--- src/rtl/mixcol_pkg.sv ---
package mixcol_pkg;

    localparam int BYTE_W = 8;
    localparam int LANES  = 4;
    localparam int COL_W  = BYTE_W * LANES;

    typedef logic [BYTE_W-1:0] gf_byte_t;
    typedef gf_byte_t lane_vec_t [LANES];

    typedef enum logic {
        DIR_FWD = 1'b0,
        DIR_INV = 1'b1
    } mix_dir_e;

    localparam gf_byte_t REDUCE_MASK = 8'h1B;

    // multiply by x in GF(2^8)
    function automatic gf_byte_t gf_x2(input gf_byte_t v);
        return {v[BYTE_W-2:0], 1'b0} ^ (v[BYTE_W-1] ? REDUCE_MASK : '0);
    endfunction

    // multiply by x^2 in GF(2^8)
    function automatic gf_byte_t gf_x4(input gf_byte_t v);
        return gf_x2(gf_x2(v));
    endfunction

    // lane 0 is the most significant byte of the word
    function automatic lane_vec_t unpack_col(input logic [COL_W-1:0] w);
        lane_vec_t r;
        for (int i = 0; i < LANES; i++)
            r[i] = w[COL_W-1-BYTE_W*i -: BYTE_W];
        return r;
    endfunction

    function automatic logic [COL_W-1:0] pack_col(input lane_vec_t l);
        logic [COL_W-1:0] w;
        for (int i = 0; i < LANES; i++)
            w[COL_W-1-BYTE_W*i -: BYTE_W] = l[i];
        return w;
    endfunction

    function automatic gf_byte_t lane_xor(input lane_vec_t l);
        gf_byte_t acc = '0;
        for (int i = 0; i < LANES; i++)
            acc ^= l[i];
        return acc;
    endfunction

endpackage

--- src/rtl/mixcol_fwd.sv ---
module mixcol_fwd
    import mixcol_pkg::*;
(
    input  lane_vec_t a_in,
    output lane_vec_t f_out
);
    gf_byte_t total;

    assign total = lane_xor(a_in);

    for (genvar i = 0; i < LANES; i++) begin : g_lane
        localparam int NXT = (i + 1) % LANES;
        assign f_out[i] = total ^ gf_x2(a_in[i] ^ a_in[NXT]) ^ a_in[i];
    end

    // coefficient sum 02^03^01^01 = 01 keeps the byte-wise XOR
    always_comb begin
        assert_fwd_sum_R5: assert (lane_xor(f_out) == lane_xor(a_in))
            else $error("forward byte sum mismatch");
    end

endmodule

--- src/rtl/mixcol_inv_fix.sv ---
module mixcol_inv_fix
    import mixcol_pkg::*;
(
    input  lane_vec_t f_in,
    output lane_vec_t i_out
);
    localparam int HALF = LANES / 2;

    gf_byte_t corr [HALF];

    for (genvar p = 0; p < HALF; p++) begin : g_corr
        assign corr[p] = gf_x4(f_in[p] ^ f_in[p + HALF]);
    end

    for (genvar i = 0; i < LANES; i++) begin : g_lane
        assign i_out[i] = f_in[i] ^ corr[i % HALF];
    end

    // each correction term lands on two bytes and cancels in the sum
    always_comb begin
        assert_inv_sum_R9: assert (lane_xor(i_out) == lane_xor(f_in))
            else $error("inverse byte sum mismatch");
        assert_inv_zero_R10: assert ((f_in[0] | f_in[1] | f_in[2] | f_in[3]) != '0
                                     || (i_out[0] | i_out[1] | i_out[2] | i_out[3]) == '0)
            else $error("zero column not preserved");
    end

endmodule

--- src/rtl/mixcol_unit.sv ---
module mixcol_unit
    import mixcol_pkg::*;
#(
    parameter bit REG_OUT = 1'b1
) (
    input  logic             clk,
    input  logic             rst,
    input  logic             inv_mode,
    input  logic [COL_W-1:0] col_in,
    output logic [COL_W-1:0] col_out
);
    mix_dir_e         dir;
    lane_vec_t        lanes_in;
    lane_vec_t        lanes_fwd;
    lane_vec_t        lanes_inv;
    logic [COL_W-1:0] result_c;

    assign dir      = mix_dir_e'(inv_mode);
    assign lanes_in = unpack_col(col_in);

    mixcol_fwd u_fwd (
        .a_in  (lanes_in),
        .f_out (lanes_fwd)
    );

    mixcol_inv_fix u_inv (
        .f_in  (lanes_fwd),
        .i_out (lanes_inv)
    );

    assign result_c = (dir == DIR_INV) ? pack_col(lanes_inv) : pack_col(lanes_fwd);

    if (REG_OUT) begin : g_reg
        logic [COL_W-1:0] out_q;

        always_ff @(posedge clk) begin
            if (rst) out_q <= '0;
            else     out_q <= result_c;
        end

        assign col_out = out_q;

        // flat columns are fixed points in both directions
        assert_flat_fixed_R4: assert property (@(posedge clk) disable iff (rst)
            (col_in[31:24] == col_in[23:16] && col_in[23:16] == col_in[15:8]
             && col_in[15:8] == col_in[7:0])
            |=> col_out == $past(col_in))
            else $error("flat column altered");

        assert_zero_col_R10: assert property (@(posedge clk) disable iff (rst)
            (col_in == '0) |=> (col_out == '0))
            else $error("zero column altered");
    end else begin : g_comb
        assign col_out = result_c;
    end

endmodule

--- config.mk ---
export PLATFORM = sky130hd
export DESIGN_NAME = mixcol_unit
export DESIGN_NICKNAME = d
export VERILOG_FILES = /design/src/rtl/mixcol_pkg.sv /design/src/rtl/mixcol_fwd.sv /design/src/rtl/mixcol_inv_fix.sv /design/src/rtl/mixcol_unit.sv
export SDC_FILE = /design/constraint.sdc
export NUM_CORES = 1
export LEC_CHECK = 0
export BUFFER_PORTS_ARGS = -buffer_cell sky130_fd_sc_hd__buf_2
export CORE_MARGIN = 3
export CORE_UTILIZATION = 61
export CTS_BUF_LIST = sky130_fd_sc_hd__clkbuf_4 sky130_fd_sc_hd__clkbuf_8
export DETAILED_ROUTE_END_ITERATION = 8
export GPL_ROUTABILITY_DRIVEN = 0
export PLACE_DENSITY = 0.94
export SLEW_MARGIN = 20
export SYNTH_ARGS = -nofsm -noshare
export SYNTH_HDL_FRONTEND = slang
export SYNTH_SLANG_ARGS = --single-unit
export TNS_END_PERCENT = 100
--- constraint.sdc ---
create_clock -name clk -period 5.9 [get_ports clk]
set_input_delay 0.59 -clock clk [delete_from_list [all_inputs] [get_ports clk]]
set_output_delay 0.59 -clock clk [all_outputs]
set_load 0.005 [all_outputs]
== Word-level counts from Yosys, hierarchy flattened ==
Cells that the tools add are included.

* Muxes and demuxes: 9
* Bitwise logic cells: 28

{| class="wikitable"
|+ Operators by type and width
! cell !! count
|-
| XOR 8 bit || 28
|-
| two-way mux 5 bit || 8
|-
| two-way mux 32 bit || 1
|}

* Flip-flop bits (word level): 32
* Input bits: 35
* Output and inout port bits: 32
* Word-level logic and storage cells: 38

== Longest topological paths before layout ==
Gate-level depths: netlist of run 1.

* Depth in word-level cells: 12
* Mapped depth: 7
* Mapped depth without buffers: 6

== Modules after synthesis ==
Synthesis of run 1 repeated with hierarchy kept, for this count alone.

* Cells, all modules: 233
* Area, all modules: 3390.8 um^2

{| class="wikitable"
|+ Modules (own cells, without submodules)
! module !! times used !! cells each !! area an instance (um^2) !! sequential area each (um^2)
|-
| mixcol_fwd || 1 || 78 || 1361.3 || 0.0
|-
| mixcol_unit || 1 || 103 || 1163.6 || 640.6
|-
| mixcol_inv_fix || 1 || 52 || 865.8 || 0.0
|}

== Least setup slack after synthesis of run 1 ==
OpenSTA, ideal clock, no wires.

* Kind: in2reg
* Start point: in col_in[4]
* End point: reg g_reg.out_q[14], in the netlist col_out[14]
* Data arrival time: 2394 ps
* Setup slack: 3391 ps
* Stages: 6
* Path through: xnor2_1 -> xnor3_1 -> xnor3_1 -> and2_4 -> xor3_1 -> and2_1

* Word-level cells in the longest chain between the ends: 8

{| class="wikitable"
|+ Ends and longest elaborated chain
! element !! RTL line !! text
|-
| start: declaration || mixcol_unit.sv:9 || <nowiki>input logic [COL_W-1:0] col_in,</nowiki>
|-
| XOR 8 bit * || mixcol_pkg.sv:45 || <nowiki>acc ^= l[i];</nowiki>
|-
| XOR 8 bit (2 in a row) || mixcol_fwd.sv:13 || <nowiki>assign f_out[i] = total ^ gf_x2(a_in[i] ^ a_in[NXT]) ^ a_in[i];</nowiki>
|-
| XOR 8 bit * || mixcol_inv_fix.sv:12 || <nowiki>assign corr[p] = gf_x4(f_in[p] ^ f_in[p + HALF]);</nowiki>
|-
| XOR 8 bit * (2 in a row) || mixcol_pkg.sv:19 || <nowiki>return {v[BYTE_W-2:0], 1'b0} ^ (v[BYTE_W-1] ? REDUCE_MASK : '0);</nowiki>
|-
| XOR 8 bit * || mixcol_inv_fix.sv:16 || <nowiki>assign i_out[i] = f_in[i] ^ corr[i % HALF];</nowiki>
|-
| two-way mux 32 bit * || mixcol_unit.sv:31 || <nowiki>assign result_c = (dir == DIR_INV) ? pack_col(lanes_inv) : pack_col(lanes_fwd);</nowiki>
|-
| end signal: assignment || mixcol_unit.sv:38 || <nowiki>else out_q <= result_c;</nowiki>
|-
| end: declaration || mixcol_unit.sv:34 || <nowiki>logic [COL_W-1:0] out_q;</nowiki>
|}

Every way passes the cells marked *; elsewhere a longest branch is shown, timed or not.
A chain may end at the register's enable or synchronous reset.

== Final worst setup path of run 1 ==
* Start point: in col_in[31]
* End point: reg g_reg.out_q[14], in the netlist col_out[14]

* Word-level cells in the longest chain between the ends: 10

{| class="wikitable"
|+ Ends and longest elaborated chain
! element !! RTL line
|-
| XOR 8 bit || mixcol_fwd.sv:13
|-
| two-way mux 5 bit || mixcol_pkg.sv:19
|-
| XOR 8 bit || mixcol_pkg.sv:19
|-
| XOR 8 bit (2 in a row) || mixcol_fwd.sv:13
|-
| XOR 8 bit || mixcol_inv_fix.sv:12
|-
| XOR 8 bit (2 in a row) || mixcol_pkg.sv:19
|-
| XOR 8 bit || mixcol_inv_fix.sv:16
|-
| two-way mux 32 bit || mixcol_unit.sv:31
|}

No other way between the ends.

==> impl_metrics.toml, run 1 <==
[flow_run]
drv_cap = 0

[floorplanning]
coreArea_mm2 = 0.00444
fp.dieW_um = 74.6
pin_count = 67
placementRows = 24
floorplan.initialDensity_pct = 64.7
dieHeight_um = 74.6
die_area_mm2 = 0.00557

[yosys]
avgSynthCellArea_um2 = 12.0
yosysSeqAreaShare_pct = 22.3
syn_area_mm2 = 0.00287
synth-seq-cells = 32
synthCells = 239
ys.warnings.count = 0
synth_fp_nets = 274
synth_cell_type_count = 26

[global_route]
grt_use_total_pct = 24.6
grt_max_degree = 27
grt_antenna_before_repair = 0
gr-total-overflow = 0
grt_pass1_vias = 2034
grt_pass1_wl_mm = 9.88

[timing]
tns_ns = 0
slew_viol_final = 0
fin_crit_sh_pct = 43.7
max_slew_margin_pct = 61.4
setup_violations = 0
fmax_ghz = 0.388
fin_ws_ns = 3.32
fin_crit_ns = 2.58
worst_pin_slew_ns = 0.574
hold_viol = 0
rsz0062_at_grt = "no"

[worst_setup_path]
worst_setup_path_end_kind = "flop"
cp.arrival_ns = 2.75
path_max_fanout = 5
crit_type = "input pin to flop"
cp-start-kind = "input pin"
required_ns = 6.08

[clock_network]
cts_buffer_depth = 2
cts_post_setup_buffers_inserted = 0
post_cts_resized = 0
clock-sinks = 32
cts_made_buffers = 5
cts_root_buf = "clkbuf_8"
cts_max_level = 2
tritoncts = "yes"
cts_hold_buf = 0
clkTransAtPathRegs_ns = 0.07

[placed_design]
dp_hpwl_mm = 4.85
post-place-ws_ns = 3.03
portBuffers = 66
place_inst = 344

[final_layout]
most-common-layout-cells = "66 x buf_2, 45 x xnor2_1, 42 x xnor3_1, 32 x dfxtp_1, 24 x xor2_1"
largest_reg_flops = 32
layout_commonest_cell = "buf_2"
diodes = 0
area_growth_pct = 15.3
fin_nets = 334
fin_cells = 352
drive_gt1_share_pct = 28.0

[pwr]
ir_worst_vdd_mv = 0.277
p_per_area_mw_per_mm2 = 385
leakagePower_nw = 1.76

[drt]
wl_mm = 6.34
dr.first_iter.drc_count = 138
drc = 0
firstDrtPassIters = 4
ant_nets = 0
vias_per_cell = 5.42
routedWlPerCell_um = 18.0
vias = 1908

[outcome]
status = "finished, final reports clean"

[min_path]
hp-class = "input pin to flop"
==> power breakdown <==
part	switching (W)	internal, W	total (W)
Sequential	0.0000195	0.000296	0.000316
Combinational	0.000357	0.000418	0.000775
Clock	0.0000812	0.000104	0.000185
==> Yosys cell counts <==
library cell | count | area share (%)
and2_4 | 1 | 0.30
xor3_1 | 5 | 4.1
xnor2_2 | 3 | 1.7
a21o_1 | 6 | 1.6
nor2_1 | 15 | 2.0
clkbuf_1 | 8 | 1.0
or3_1 | 4 | 0.87
and2_2 | 1 | 0.26
xor2_1 | 24 | 7.3
xnor2_1 | 45 | 14
xnor3_1 | 42 | 33
nand2b_1 | 1 | 0.22
xor2_4 | 1 | 0.96
nand2_1 | 10 | 1.3
inv_1 | 2 | 0.26
and2_1 | 7 | 1.5
buf_2 | 4 | 0.70
nand3_1 | 6 | 1.0
buf_1 | 1 | 0.13
o21ai_0 | 4 | 0.70
mux2i_1 | 1 | 0.35
a21oi_1 | 11 | 1.9
xnor3_2 | 1 | 0.83
a31o_1 | 1 | 0.30
xor2_2 | 3 | 1.7
dfxtp_1 | 32 | 22
==> kinds of logic (layout without fill, tap and decap cells) <==
| kind of cell | after synthesis | count (layout) | synth area share, % |
|---|---|---|---|
| muxes | 1 | 1 | 0.348 |
| xor gates and xnor gates | 124 | 124 | 63.3 |
| buffers and inverters | 15 | 76 | 2.13 |
| AOI/OAI and AO/OA | 22 | 22 | 4.48 |
| DFF | 32 | 32 | 22.3 |
| and+or+nand+nor | 45 | 45 | 7.49 |
==> final timing paths <==
path              depth (start not counted)  slack (ns)  startpoint           to
setup / recovery                          7        3.32  col_in[31]  col_out[14]
hold / removal                            4        0.71  col_in[21]  col_out[29]
==> critical path, cell delays in order <==
cell and delay [ns]:
buf_2 0.19, xor2_2 0.39, xnor3_1 0.53, xnor3_1 0.38, and2_4 0.18, xor3_1 0.32
and2_1 0.17
==> through the flow <==
step | total power [W] | util (%) | hold WS [ns] | instance area, µm²
floorplan | 0.000897 | - | 0.810 | 2870
global placement | 0.00106 | 72.4 | 0.966 | 3220
detailed placement | 0.00109 | 72.4 | 0.965 | 3220
CTS | 0.00128 | 74.5 | 0.702 | 3310
global route | 0.00136 | 74.5 | 0.722 | 3310
finish | 0.00128 | 74.5 | 0.706 | 3310
==> final cells by class <==
cell class	count	area (µm²)
clock buffers	8	97.6
fillers	277	1130
inverters	2	7.51
multi-input cells	192	2170
flip-flops and latches	32	641
well taps	52	65.1
repair buffers	66	330
==> routing by layer <==
metal	track usage (%)	vias up	wire [µm]
li1	-	906	-
met1	29.0	919	2520
met2	43.5	67	3260
met3	4.94	16	360
met4	10.9	0	204
met5	0	-	0
Note: power is estimated with default switching activity, not from simulation.
==> inputs of run 2 (changes only) <==
--- a/config.mk
+++ b/config.mk
@@ -7,11 +7,11 @@
 export LEC_CHECK = 0
 export BUFFER_PORTS_ARGS = -buffer_cell sky130_fd_sc_hd__buf_2
 export CORE_MARGIN = 3
-export CORE_UTILIZATION = 61
+export CORE_UTILIZATION = 56
 export CTS_BUF_LIST = sky130_fd_sc_hd__clkbuf_4 sky130_fd_sc_hd__clkbuf_8
 export DETAILED_ROUTE_END_ITERATION = 8
 export GPL_ROUTABILITY_DRIVEN = 0
-export PLACE_DENSITY = 0.94
+export PLACE_DENSITY = 0.88
 export SLEW_MARGIN = 20
 export SYNTH_ARGS = -nofsm -noshare
 export SYNTH_HDL_FRONTEND = slang
==> constraint.sdc (replaced) <==
create_clock -name clk -period 2.6 [get_ports clk]
set_input_delay 0.26 -clock clk [delete_from_list [all_inputs] [get_ports clk]]
set_output_delay 0.26 -clock clk [all_outputs]
set_load 0.005 [all_outputs]
==> impl_metrics.toml, run 2 (same netlist as run 1, synthesis figures left out) <==
[clock_network]
cts_buffer_depth = 2
post_cts_resized = 0
cts_hold_buf = 0
cts_max_level = 2
cts_post_setup_buffers_inserted = 0
clock-sinks = 32
cts_root_buf = "clkbuf_8"
clkTransAtPathRegs_ns = 0.07
tritoncts = "yes"
cts_made_buffers = 5

[drt]
highest_layer = "met4"
dr.first_iter.drc_count = 98
vias = 1897
route.met2.wl_mm = 2.99
drc = 0
vias_per_cell = 5.11
m1WireLength_mm = 2.74
routedWlPerCell_um = 17.2
wl_mm = 6.38
firstDrtPassIters = 4
ant_nets = 0
met3_length_um = 456

[floorplanning]
pin_count = 67
die_area_mm2 = 0.00603
placementRows = 25
fp.dieW_um = 77.6
floorplan.initialDensity_pct = 59.3
coreArea_mm2 = 0.00485
dieHeight_um = 77.6

[final_layout]
largest_reg_flops = 32
drive_gt1_share_pct = 28.9
fill_cells = 355
area_growth_pct = 18.0
most-common-layout-cells = "66 x buf_2, 45 x xnor2_1, 42 x xnor3_1, 32 x dfxtp_1, 24 x xor2_1"
layout_commonest_cell = "buf_2"
fin_nets = 338
diodes = 0
fin_area_mm2 = 0.00339

[timing]
hold_viol = 0
setup_violations = 0
tns_ns = 0
fin_crit_ns = 2.22
fmax_ghz = 0.450
slew_viol_final = 0
fin_crit_sh_pct = 85.6
rsz0062_at_grt = "no"
worst_pin_slew_ns = 0.582
max_slew_margin_pct = 60.9

[pwr]
ir_worst_vdd_mv = 0.510
intPower_w = 0.00197
p_per_area_mw_per_mm2 = 887
power_frac_clock_pct = 17.8
p_switching_w = 0.00104
leakagePower_nw = 1.79
sw_frac_of_total_pct = 34.7
p_comb_share_pct = 58.5
p_seq_share_pct = 23.7

[outcome]
status = "finished, final reports clean"

[worst_setup_path]
cp.arrival_ns = 2.42
crit_type = "input pin to flop"
worst_setup_path_end_kind = "flop"
required_ns = 2.80
cp-start-kind = "input pin"
path_max_fanout = 3

[global_route]
grt_pass1_vias = 1961
grt_antenna_before_repair = 0
grt_use_total_pct = 22.7
grt_max_degree = 27
grt_pass1_wl_mm = 10.3
gr-total-overflow = 0

[placed_design]
dp_hpwl_mm = 4.93
portBuffers = 66
place_area_mm2 = 0.00326

[flow_run]
drv_cap = 0

[min_path]
hp-class = "input pin to flop"
-- run 2: area by class of cell --
class                           instances  area, µm²  area share (%)
Inverter                                2       7.51           0.221
Timing Repair Buffer                   70        360            10.6
Clock inverter                          1       30.0           0.886
Clock buffer                            7       96.3            2.84
Tap cell                               67       83.8            2.47
Multi-Input combinational cell        192       2170            64.1
Sequential cell                        32        641            18.9
-- run 2: worst paths after layout --
| path | startpoint | endpoint | slack (ns) | cells past startpoint |
|---|---|---|---|---|
| worst max-delay path | col_in[30] | col_out[25] | 0.38 | 7 |
| worst min-delay path | col_in[21] | col_out[29] | 0.40 | 4 |
-- run 2: critical path, cell delays in order --
cell,delay [ns]
buf_2,0.14
xnor2_1,0.50
xor3_1,0.50
xnor3_1,0.41
and2_2,0.23
xnor3_1,0.21
and2_1,0.17
-- run 2: routing by layer --
metal,vias to the layer above,GRT usage (%)
met5,-,0
met4,0,10.3
met3,18,4.76
met2,74,34.2
met1,892,31.4
li1,913,-
-- run 2: power groups by stage --
stage	Clock (W)	Combinational, W	Sequential (W)
final	0.000534	0.00176	0.000713
after global routing	0.000565	0.00191	0.000734
after CTS	0.000543	0.00176	0.000712
after detailed placement	0	0.00175	0.000716
after global placement	0	0.00170	0.000721
after floorplan	0	0.00128	0.000755
-- run 2: per-stage QoR --
step | std cells | power, W | worst slack (ns) | hold slack, ns | utilization (%)
3_3_place_gp | 363 | 0.00242 | 0.141 | 0.637 | 67.3
5_1_grt | 371 | 0.00321 | 0.323 | 0.434 | 69.9
3_5_place_dp | 363 | 0.00247 | 0.109 | 0.635 | 67.3
2_1_floorplan | 239 | 0.00203 | 0.421 | 0.480 | -
6_report | 371 | 0.00301 | 0.375 | 0.397 | 69.9
4_1_cts | 371 | 0.00302 | 0.415 | 0.386 | 69.9
==> inputs of run 3 (changes only) <==
--- a/config.mk
+++ b/config.mk
@@ -6,6 +6,7 @@
 export NUM_CORES = 1
 export LEC_CHECK = 0
 export BUFFER_PORTS_ARGS = -buffer_cell sky130_fd_sc_hd__buf_2
+export CAP_MARGIN = 30
 export CORE_MARGIN = 3
 export CORE_UTILIZATION = 56
 export CTS_BUF_LIST = sky130_fd_sc_hd__clkbuf_4 sky130_fd_sc_hd__clkbuf_8
==> constraint.sdc (replaced) <==
create_clock -name clk -period 2.6 [get_ports clk]
set_input_delay 0.52 -clock clk [delete_from_list [all_inputs] [get_ports clk]]
set_output_delay 0.52 -clock clk [all_outputs]
set_load 0.005 [all_outputs]
==> impl_metrics.toml, run 3 (same netlist as run 1, synthesis figures left out) <==
[clock_network]
cts_post_setup_buffers_inserted = 0
cts_buffer_depth = 2
clkTransAtPathRegs_ns = 0.07
cts_max_level = 2
cts_made_buffers = 5
post_cts_resized = 0
cts_hold_buf = 0
clock-sinks = 32
cts_root_buf = "clkbuf_8"
tritoncts = "yes"

[final_layout]
regArea_um2 = 641
most-common-layout-cells = "66 x buf_2, 45 x xnor2_1, 42 x xnor3_1, 32 x dfxtp_1, 24 x xor2_1"
fin_nets = 349
largest_reg_flops = 32
fill_cells = 341
multi_input_area_mm2 = 0.00217
diodes = 0
drive_gt1_share_pct = 31.4
layout_commonest_cell = "buf_2"
area_growth_pct = 19.7

[worst_setup_path]
cp-start-kind = "input pin"
required_ns = 2.82
crit_family = "XOR/XNOR gates"
slowest_delay_ns = 0.52
path_max_fanout = 5
worst_setup_path_end_kind = "flop"
crit_cells = 7
cp.arrival_ns = 2.47
crit_path_cell_trace = "buf_2, xnor3_1, xor2_1, xnor2_2, xnor3_1, a21o_1, a21oi_1"
crit_type = "input pin to flop"
path_buf_inv = 1
crit_path_frequent_cell = "xnor3_1"
crit_path_top_delay_cell = "xnor3_1"

[drt]
routedWlPerCell_um = 16.4
firstDrtPassIters = 5
drc = 0
vias_per_cell = 4.97
wl_mm = 6.28
dr.first_iter.drc_count = 133
ant_nets = 0
vias = 1897

[min_path]
min_path_cells = 4
hp-class = "input pin to flop"

[pwr]
power_w = 0.00292
ir_worst_vdd_mv = 0.557
leakagePower_nw = 1.83
p_per_area_mw_per_mm2 = 850

[global_route]
grt_antenna_before_repair = 0
grt_pass1_vias = 1988
grt_max_degree = 27
grt_use_total_pct = 22.3
grt_pass1_wl_mm = 10.2
gr-total-overflow = 0

[timing]
max_slew_margin_pct = 66.4
setup_violations = 0
tns_ns = 0
fin_crit_ns = 2.25
fin_ws_ns = 0.353
hold_viol = 0
slew_viol_final = 0
worst_pin_slew_ns = 0.504
rsz0062_at_grt = "no"
fmax_ghz = 0.445
fin_crit_sh_pct = 86.4

[floorplanning]
fp.dieW_um = 77.6
dieHeight_um = 77.6
coreArea_mm2 = 0.00485
die_area_mm2 = 0.00603
floorplan.initialDensity_pct = 59.3
placementRows = 25
pin_count = 67

[placed_design]
portBuffers = 66
dp_hpwl_mm = 5.00
post-place-ws_ns = 0.0813

[outcome]
status = "finished, final reports clean"

[flow_run]
drv_cap = 0
==> run 3: worst paths after layout <==
path | to | slack [ns] | start
worst max-delay path | col_out[20] | 0.35 | col_in[29]
worst min-delay path | col_out[29] | 0.64 | col_in[21]
==> run 3: routing by layer <==
layer / vias to the layer above / GRT usage [%] / part of all wire, %
li1: 934 / - / -
met1: 874 / 29.7 / 43
met2: 84 / 37.2 / 48
met3: 5 / 3.83 / 7.4
met4: 0 / 6.58 / 1.2
met5: - / 0 / 0
==> run 3: final cells by class <==
cell class                 instances  area share [%]
multi-input combinational        192            63.2
sequential                        32            18.6
timing repair buffer              81            12.9
tap                               67            2.44
clock buffer                       6            2.40
clock inverter                     2           0.291
inverter                           2           0.218
==> run 3: worst min-delay path, stage by stage <==
cell and delay [ns]:
buf_2 0.13, xnor2_1 0.09, o21ai_0 0.07, a21oi_1 0.06
==> run 3: report_power, final <==
group          leakage, nW  switching, W  internal [W]
logic                 1.51      0.000818      0.000990
registers            0.267     0.0000411      0.000672
clock network       0.0510      0.000192      0.000211
total                 1.83       0.00105       0.00187
==> run 3: per-stage QoR <==
stage	instance area, µm²	util, %	hold WS, ns	cells
floorplan	2870	-	0.740	239
global placement	3350	69.0	0.895	374
detailed placement	3350	69.0	0.895	374
CTS	3440	70.9	0.624	382
global route	3440	70.9	0.666	382
finish	3440	70.9	0.642	382
